**src/rtl/reload_timer_pkg.sv**
```systemverilog
package reload_timer_pkg;
  localparam int unsigned CNT_W  = 16;
  localparam int unsigned BYTE_W = 8;
  localparam int unsigned NBYTES = CNT_W / BYTE_W;

  typedef enum logic {
    SEL_LO = 1'b0,
    SEL_HI = 1'b1
  } byte_sel_e;
endpackage

```
**src/rtl/reload_store.sv**
```systemverilog
module reload_store
  import reload_timer_pkg::*;
#(
  parameter int unsigned W  = CNT_W,
  parameter int unsigned BW = BYTE_W
) (
  input  logic          clk_i,
  input  logic          rst_ni,
  input  logic          we_i,
  input  logic          addr_hi_i,
  input  logic [BW-1:0] wdata_i,
  input  logic          word_we_i,
  input  logic [W-1:0]  word_wdata_i,
  output logic [W-1:0]  reload_o
);
  localparam int unsigned NB = W / BW;

  logic [W-1:0] reload_q;

  for (genvar b = 0; b < NB; b++) begin : g_byte
    localparam logic IS_HI = (b == NB - 1);
    always_ff @(posedge clk_i or negedge rst_ni) begin
      if (!rst_ni) begin
        reload_q[b*BW +: BW] <= '0;
      end else if (word_we_i) begin
        reload_q[b*BW +: BW] <= word_wdata_i[b*BW +: BW];
      end else if (we_i && (addr_hi_i == IS_HI)) begin
        reload_q[b*BW +: BW] <= wdata_i;
      end
    end
  end

  assign reload_o = reload_q;


  lo_write_keeps_hi_chk: assert property (@(posedge clk_i) disable iff (!rst_ni)
    (we_i && !addr_hi_i && !word_we_i) |=> $stable(reload_q[W-1 -: BW]));
endmodule

```
**src/rtl/down_count_core.sv**
```systemverilog
module down_count_core
  import reload_timer_pkg::*;
#(
  parameter int unsigned W = CNT_W
) (
  input  logic         clk_i,
  input  logic         rst_ni,
  input  logic         cnt_en_i,
  input  logic         start_i,
  input  logic         tick_i,
  input  logic [W-1:0] reload_i,
  output logic [W-1:0] count_o,
  output logic         underflow_o
);
  logic [W-1:0] count_q;
  logic         armed_q;
  logic         uf_q;
  logic         step;

  assign step = cnt_en_i && armed_q && tick_i;

  always_ff @(posedge clk_i or negedge rst_ni) begin
    if (!rst_ni) begin
      count_q <= '0;
      armed_q <= 1'b0;
      uf_q    <= 1'b0;
    end else begin
      uf_q <= 1'b0;
      if (!cnt_en_i) begin
        armed_q <= 1'b0;
      end else if (start_i) begin
        armed_q <= 1'b1;
        count_q <= reload_i;
      end else if (step) begin
        if (count_q == '0) begin
          count_q <= reload_i;
          uf_q    <= 1'b1;
        end else begin
          count_q <= count_q - 1'b1;
        end
      end
    end
  end

  assign count_o     = count_q;
  assign underflow_o = uf_q;


  start_load_chk: assert property (@(posedge clk_i) disable iff (!rst_ni)
    (start_i && cnt_en_i) |=> (count_q == $past(reload_i)));

  start_ignored_chk: assert property (@(posedge clk_i) disable iff (!rst_ni)
    (start_i && !cnt_en_i) |=> $stable(count_q));

  decrement_chk: assert property (@(posedge clk_i) disable iff (!rst_ni)
    (step && !start_i && count_q != '0) |=> (count_q == $past(count_q) - 1'b1));

  underflow_src_chk: assert property (@(posedge clk_i) disable iff (!rst_ni)
    $rose(uf_q) |-> ($past(count_q) == '0 && $past(tick_i)));

  idle_hold_chk: assert property (@(posedge clk_i) disable iff (!rst_ni)
    (!start_i && !step) |=> $stable(count_q));
endmodule

```
**src/rtl/byte_read_port.sv**
```systemverilog
module byte_read_port
  import reload_timer_pkg::*;
#(
  parameter int unsigned W  = CNT_W,
  parameter int unsigned BW = BYTE_W
) (
  input  logic          clk_i,
  input  logic          rst_ni,
  input  logic          re_i,
  input  logic          addr_hi_i,
  input  logic [W-1:0]  count_i,
  output logic [BW-1:0] rdata_o
);
  logic [BW-1:0] hold_q;
  logic          rd_hi;

  assign rd_hi = re_i && (byte_sel_e'(addr_hi_i) == SEL_HI);

  // capture low byte together with the upper-byte read
  always_ff @(posedge clk_i or negedge rst_ni) begin
    if (!rst_ni)    hold_q <= '0;
    else if (rd_hi) hold_q <= count_i[BW-1:0];
  end

  always_comb begin
    rdata_o = '0;
    if (re_i) rdata_o = rd_hi ? count_i[W-1 -: BW] : hold_q;
  end


  hold_stable_chk: assert property (@(posedge clk_i) disable iff (!rst_ni)
    !rd_hi |=> $stable(hold_q));

  hold_capture_chk: assert property (@(posedge clk_i) disable iff (!rst_ni)
    rd_hi |=> (hold_q == $past(count_i[BW-1:0])));
endmodule

```
**src/rtl/byte_reload_timer.sv**
```systemverilog
module byte_reload_timer
  import reload_timer_pkg::*;
(
  input  logic              clk_i,
  input  logic              rst_ni,
  input  logic              cnt_en_i,
  input  logic              start_i,
  input  logic              tick_i,
  input  logic              re_i,
  input  logic              we_i,
  input  logic              addr_hi_i,
  input  logic [BYTE_W-1:0] wdata_i,
  output logic [BYTE_W-1:0] rdata_o,
  input  logic              word_we_i,
  input  logic [CNT_W-1:0]  word_wdata_i,
  output logic [CNT_W-1:0]  word_rdata_o,
  output logic              underflow_o
);
  logic [CNT_W-1:0] reload;
  logic [CNT_W-1:0] count;

  reload_store #(.W(CNT_W), .BW(BYTE_W)) u_reload (
    .clk_i, .rst_ni, .we_i, .addr_hi_i, .wdata_i,
    .word_we_i, .word_wdata_i, .reload_o(reload)
  );

  down_count_core #(.W(CNT_W)) u_core (
    .clk_i, .rst_ni, .cnt_en_i, .start_i, .tick_i,
    .reload_i(reload), .count_o(count), .underflow_o
  );

  byte_read_port #(.W(CNT_W), .BW(BYTE_W)) u_rd (
    .clk_i, .rst_ni, .re_i, .addr_hi_i, .count_i(count), .rdata_o
  );

  assign word_rdata_o = count;


  reset_state_chk: assert property (@(posedge clk_i)
    !rst_ni |=> (word_rdata_o == '0 && !underflow_o));
endmodule

```
**config.mk**
```make
export PLATFORM = sky130hd
export DESIGN_NAME = byte_reload_timer
export DESIGN_NICKNAME = d
export VERILOG_FILES = /design/src/rtl/reload_timer_pkg.sv /design/src/rtl/reload_store.sv /design/src/rtl/down_count_core.sv /design/src/rtl/byte_read_port.sv /design/src/rtl/byte_reload_timer.sv
export SDC_FILE = /design/constraint.sdc
export NUM_CORES = 1
export LEC_CHECK = 0
export BUFFER_PORTS_ARGS = -buffer_cell sky130_fd_sc_hd__buf_2
export CORE_UTILIZATION = 55
export CTS_BUF_LIST = sky130_fd_sc_hd__clkbuf_8
export CTS_CLUSTER_DIAMETER = 200
export DETAILED_ROUTE_END_ITERATION = 10
export GPL_TIMING_DRIVEN = 0
export PLACE_DENSITY = 0.8
export SKIP_CTS_REPAIR_TIMING = 1
export SLEW_MARGIN = 20
export SYNTH_ARGS = -nofsm -noshare
export SYNTH_HDL_FRONTEND = slang
export SYNTH_SLANG_ARGS = --single-unit
export TNS_END_PERCENT = 100
```
**constraint.sdc**
```tcl
create_clock -name clk_i -period 2.5 [get_ports clk_i]
set_clock_uncertainty 0.05 [all_clocks]
set_input_delay 0.5 -clock clk_i [delete_from_list [all_inputs] [get_ports clk_i]]
set_output_delay 0.5 -clock clk_i [all_outputs]
set_load 0.02 [all_outputs]
```
Yosys cells after proc, flatten, opt, wreduce, memory -nomap -nowiden
Index checks and enable logic that the tools add are counted.

storage, ports and cells
  output and inout bits = 25
  word-level logic and storage cells = 34
  register bits = 42

operators by class
  add/subtract/negate cells = 1
  bitwise gates (word level) = 1
  reductions and logical operators = 10
  mux-type cells = 15
  equal/unequal tests = 1

operators with widths
  kind                                                count
  two-way mux 16 bit                                  3
  two-way mux 8 bit                                   6
  logical NOT 16 bit                                  1
  subtractor 16 x 1 -> 16 bit, second input constant  1
  two-way mux 1 bit                                   6
  nonzero test 2 bit                                  3
  logical AND 1 bit                                   5
  != test 2 x 1 -> 1 bit, second input constant       1
  AND reduction 2 bit                                 1
  inverter 1 bit                                      1

Depth between registers and ports, before layout
  depth in word-level cells = 5
  depth in mapped cells = 7

Hierarchy
Synthesis repeated with hierarchy kept, for this count alone.

unflattened totals
  cells, all modules = 276
  area total of the unflattened synthesis = 2613.8 µm²

modules (own cells, without submodules)
  module           area an instance (µm²)  cells each  times used  seq. area each (µm²)
  down_count_core  1223.7                  152         1           450.4
  reload_store     920.9                   90          1           400.4
  byte_read_port   469.2                   34          1           200.2

Least setup slack after synthesis
OpenSTA, ideal clock, no wires.

  path type = reg2reg
  from = register u_core.count_q[0] (netlist: u_core.count_o[0])
  to = register u_core.count_q[14] (netlist: u_core.count_o[14])
  required time = 2.313 ns
  slack = 0.380 ns
  buffers on the path = 0
  data arrival time = 1.933 ns
  stages on the path, launching flop included = 7
  path through = dfrtp_1 inv_1 ha_1 nor3b_1 nand4_1 o32ai_1 a2bb2oi_1

on the way
  word-level cells in the longest chain between the ends = 4
  elaborated cells on any way between the ends = 5
  classes of those cells = add/sub: 1; mux: 3; reduce/logical: 1

RTL lines
  item                                                               RTL line                                      source
  start: declaration                                                 down_count_core.sv:15                         logic [W-1:0] count_q;
  start signal: assignment                                           down_count_core.sv:33                         count_q <= reload_i;
  start signal: assignment                                           down_count_core.sv:36                         count_q <= reload_i;
  start signal: assignment                                           down_count_core.sv:39                         count_q <= count_q - 1'b1;
  subtractor 16 x 1 -> 16 bit or logical NOT 16 bit (tied branches)  down_count_core.sv:39, down_count_core.sv:35
  two-way mux 16 bit (*)                                             down_count_core.sv:35                         if (count_q == '0) begin
  two-way mux 16 bit (*)                                             down_count_core.sv:34                         end else if (step) begin
  two-way mux 16 bit (*)                                             down_count_core.sv:31                         end else if (start_i) begin

Every way passes the cells marked *; elsewhere a longest branch is shown, timed or not. The select of a mux whose other input is x is not followed.
A chain may end at the register's enable or synchronous reset.

Final worst setup path
Ends and elaborated chain as after synthesis.

==> results.py <==
metrics = {
    "run_status": {
        "run_status": "finished, final reports clean",
    },
    "placed_design": {
        "io_buffers": 56,
        "detailedPlace.worstSlack_ps": -72.6,
        "gp_congestion": 0.848,
        "dp.final_hpwl_microns": 4220,
        "dpl.cell_count": 347,
    },
    "worst_setup_path": {
        "reg2reg_from": "u_core.count_o[0]",
        "cpLargestDelayFamily": "simple AND/OR/NAND/NOR gates",
        "cp.arrival_ps": 2340,
        "endpoint_kind": "flip-flop",
        "critical-path-max-stage-delay_ps": 560,
        "critPathLaunch": "u_core.count_o[0]",
        "critical_path.slowest_cell": "sky130_fd_sc_hd__nor3b_2",
        "crit_buf_inv": 1,
        "r2r_slack_ps": 270,
        "critPathKind": "flip-flop to flip-flop",
        "crit_chain": "inv_1 > ha_1 > nor3b_2 > nand4_1 > o32ai_1 > a2bb2oi_1",
        "worst_r2r_endpoint": "u_core.count_o[14]",
        "worstPathRequired_ps": 2610,
        "timing.reg2reg.worst_path_depth": 6,
        "path_max_fanout": 10,
        "startpoint_type": "flip-flop",
    },
    "route": {
        "met1_length_microns": 2530,
        "met3RoutedLength_microns": 470,
        "dr_total_vias": 2118,
        "route.detailed.drc": 0,
        "routed-wl-met2_microns": 2580,
        "top_signal_layer_used": "met4",
        "detail_route.wirelength_microns": 5670,
        "first_pass_iters": 4,
        "drt_iter0_drc": 112,
        "drt.antenna.violating_nets": 0,
        "routedWlPerCell_microns": 16.0,
        "viasPerCell": 5.97,
    },
    "logic_synthesis": {
        "count_of_flip_flops_with_a_built_in_enable_after_synthesis": 0,
        "synthArstFlopShare_pct": 100,
        "synthesis.yosys.warnings": 0,
        "fraction_of_the_yosys_area_taken_by_sequential_cells_pct": 44.0,
        "synth_area_sq_um": 2390,
        "count_of_different_cell_masters_after_synthesis": 42,
        "ys_ff_latch": 42,
        "ys_dominant_reg_cell": "sky130_fd_sc_hd__dfrtp_1",
        "synthesis.instances": 241,
        "postSynthAreaPerCell_sq_um": 9.90,
        "postSynthNetCount": 276,
    },
    "clock_tree": {
        "cts_inserted_buffers": 5,
        "worstSkewPairLatency_ps": 300,
        "cts_root_buf": "sky130_fd_sc_hd__clkbuf_8",
        "cts_tree": "yes",
        "cts_htree_levels": 2,
        "clock_tree.buffer_depth": 2,
        "clock-sinks": 42,
        "cts.clk_slew.worst_paths_ps": 80,
    },
    "global_route": {
        "first_global_vias": 1893,
        "antenna_violations_before_repair": 0,
        "grt.total_usage_pct": 27.2,
        "largest_net_degree_at_the_start_of_global_routing": 43,
        "gr-total-overflow": 0,
        "wire_length_of_the_first_global_routing_pass_microns": 9100,
    },
    "floorplan": {
        "initial_core_util_pct": 58.4,
        "floorplan.die.height_microns": 67.9,
        "chipWidth_microns": 67.9,
        "die-area_sq_um": 4610,
        "placement_rows": 23,
        "io_pins": 58,
        "core-area_sq_um": 4090,
    },
    "sta": {
        "slew_headroom_pct": 37.7,
        "worst_pin_slew_ps": 926,
        "number_of_setup_violations_in_the_final_report": 0,
        "unrepaired_setup_endpoints_after_global_routing": "no",
        "finalHoldViolCount": 0,
        "layout_setup_ws_ps": 272,
        "fmax_mhz": 449,
        "finalCriticalPeriod_ps": 2230,
        "slew_viol_final": 0,
        "fin_tns_setup_ps": 0,
        "fin_crit_sh_pct": 89.1,
    },
    "flow_run": {
        "cap_violations": 0,
    },
    "hold_path": {
        "min_path_type": "primary input to asynchronous set/reset pin",
    },
    "final_layout": {
        "finalNetCount": 339,
        "drive_gt1_share_pct": 25.9,
        "synthToLayoutAreaGrowth_pct": 18.6,
        "finish.utilization_pct": 69.2,
        "post_layout_nonfiller_instances": 355,
        "final_antenna_diode_count": 0,
    },
    "pwr": {
        "post-layout-total-power_mw": 2.06,
        "leakagePower_nw": 1.31,
        "worst_ir_drop_vdd_v": 0.000402,
        "cellPowerDensity_nw_per_um2": 728,
    },
}
[power by group]
part | total, mW | internal [mW] | switching (mW)
Clock | 0.453 | 0.222 | 0.232
Sequential | 0.961 | 0.802 | 0.158
Combinational | 0.644 | 0.253 | 0.392
[kinds of logic (layout without fill, tap and decap cells)]
group / count (synthesis) / in the layout / share of synthesized area [%]
AOI/OAI and AO/OA: 61 / 61 / 17.0
adders and majority gates: 2 / 2 / 1.05
DFF: 42 / 42 / 44.0
muxes: 33 / 33 / 13.9
and+or+nand+nor: 81 / 81 / 19.7
buffers and inverters: 22 / 86 / 4.25
[cells in the final DEF, fill, tap and decap left out, types with 2 or more instances in the layout]
cell type / count
sky130_fd_sc_hd__mux2i_1: 31
sky130_fd_sc_hd__o221ai_1: 2
sky130_fd_sc_hd__nor2b_1: 9
sky130_fd_sc_hd__o32ai_1: 2
sky130_fd_sc_hd__nand3_1: 11
sky130_fd_sc_hd__buf_2: 59
sky130_fd_sc_hd__mux2_1: 2
sky130_fd_sc_hd__a2bb2oi_1: 7
sky130_fd_sc_hd__nor4_4: 2
sky130_fd_sc_hd__a21oi_1: 11
sky130_fd_sc_hd__o211ai_1: 3
sky130_fd_sc_hd__clkbuf_8: 6
sky130_fd_sc_hd__nand4b_1: 4
sky130_fd_sc_hd__nor2_1: 4
sky130_fd_sc_hd__ha_1: 2
sky130_fd_sc_hd__o21ai_1: 25
sky130_fd_sc_hd__inv_1: 9
sky130_fd_sc_hd__nand4_1: 8
sky130_fd_sc_hd__dfrtp_1: 42
sky130_fd_sc_hd__and3_1: 2
sky130_fd_sc_hd__buf_6: 2
sky130_fd_sc_hd__nand2_1: 31
sky130_fd_sc_hd__clkbuf_1: 8
sky130_fd_sc_hd__o311ai_1: 2
[layout make-up]
type / count / area, sq um
buffer: 13 / 67.6
clock buffer: 6 / 82.6
clock inverter: 2 / 12.5
fill: 327 / 1260
inverter: 9 / 33.8
multi-input combinational: 177 / 1240
sequential: 42 / 1050
tap: 50 / 62.6
timing repair buffer: 56 / 280
[stage by stage]
step | hold WS (ps) | cell area, sq um
global placement | 417 | 2730
detailed placement | 425 | 2730
global route | 349 | 2830
CTS | 301 | 2820
finish | 279 | 2830
floorplan | 154 | 2390
[synthesized netlist by cell type, types with 2 or more instances]
cell / number / area share [%]
sky130_fd_sc_hd__o32ai_1: 2 / 0.73
sky130_fd_sc_hd__clkbuf_1: 8 / 1.3
sky130_fd_sc_hd__o211ai_1: 3 / 0.94
sky130_fd_sc_hd__nand2_1: 31 / 4.9
sky130_fd_sc_hd__buf_6: 2 / 0.94
sky130_fd_sc_hd__nand4b_1: 4 / 1.5
sky130_fd_sc_hd__nand4_1: 8 / 2.1
sky130_fd_sc_hd__nor2_1: 4 / 0.63
sky130_fd_sc_hd__a21oi_1: 11 / 2.3
sky130_fd_sc_hd__o21ai_1: 25 / 5.2
sky130_fd_sc_hd__nor4_4: 2 / 1.8
sky130_fd_sc_hd__nor2b_1: 9 / 2.4
sky130_fd_sc_hd__mux2_1: 2 / 0.94
sky130_fd_sc_hd__and3_1: 2 / 0.52
sky130_fd_sc_hd__o221ai_1: 2 / 0.73
sky130_fd_sc_hd__inv_1: 9 / 1.4
sky130_fd_sc_hd__nand3_1: 11 / 2.3
sky130_fd_sc_hd__a2bb2oi_1: 7 / 2.6
sky130_fd_sc_hd__dfrtp_1: 42 / 44
sky130_fd_sc_hd__buf_2: 3 / 0.63
sky130_fd_sc_hd__o311ai_1: 2 / 0.73
sky130_fd_sc_hd__ha_1: 2 / 1.0
sky130_fd_sc_hd__mux2i_1: 31 / 13
[how the worst max path moves through the flow]
| stage | to | depth (start not counted) |
|---|---|---|
| floorplan | u_core.count_o[14] | 6 |
| global placement | u_core.count_o[14] | 6 |
| detailed placement | u_core.count_o[14] | 6 |
| CTS | u_core.count_o[14] | 6 |
| global route | u_core.count_o[14] | 6 |
| finish | u_core.count_o[14] | 6 |
[layer usage]
metal | vias up | GRT usage [%]
met5 | - | 0
met4 | 0 | 11.2
met3 | 10 | 6.50
met2 | 100 | 41.3
met1 | 989 | 37.3
li1 | 1019 | -
[sequential cells by signal (all words and copies together) (netlist names)]
name and flops:
u_core.armed_q 1, u_core.underflow_o 1, u_rd.hold_q 8, u_reload.reload_o 16, u_core.count_o 16
(Power assumes the default switching activity.)
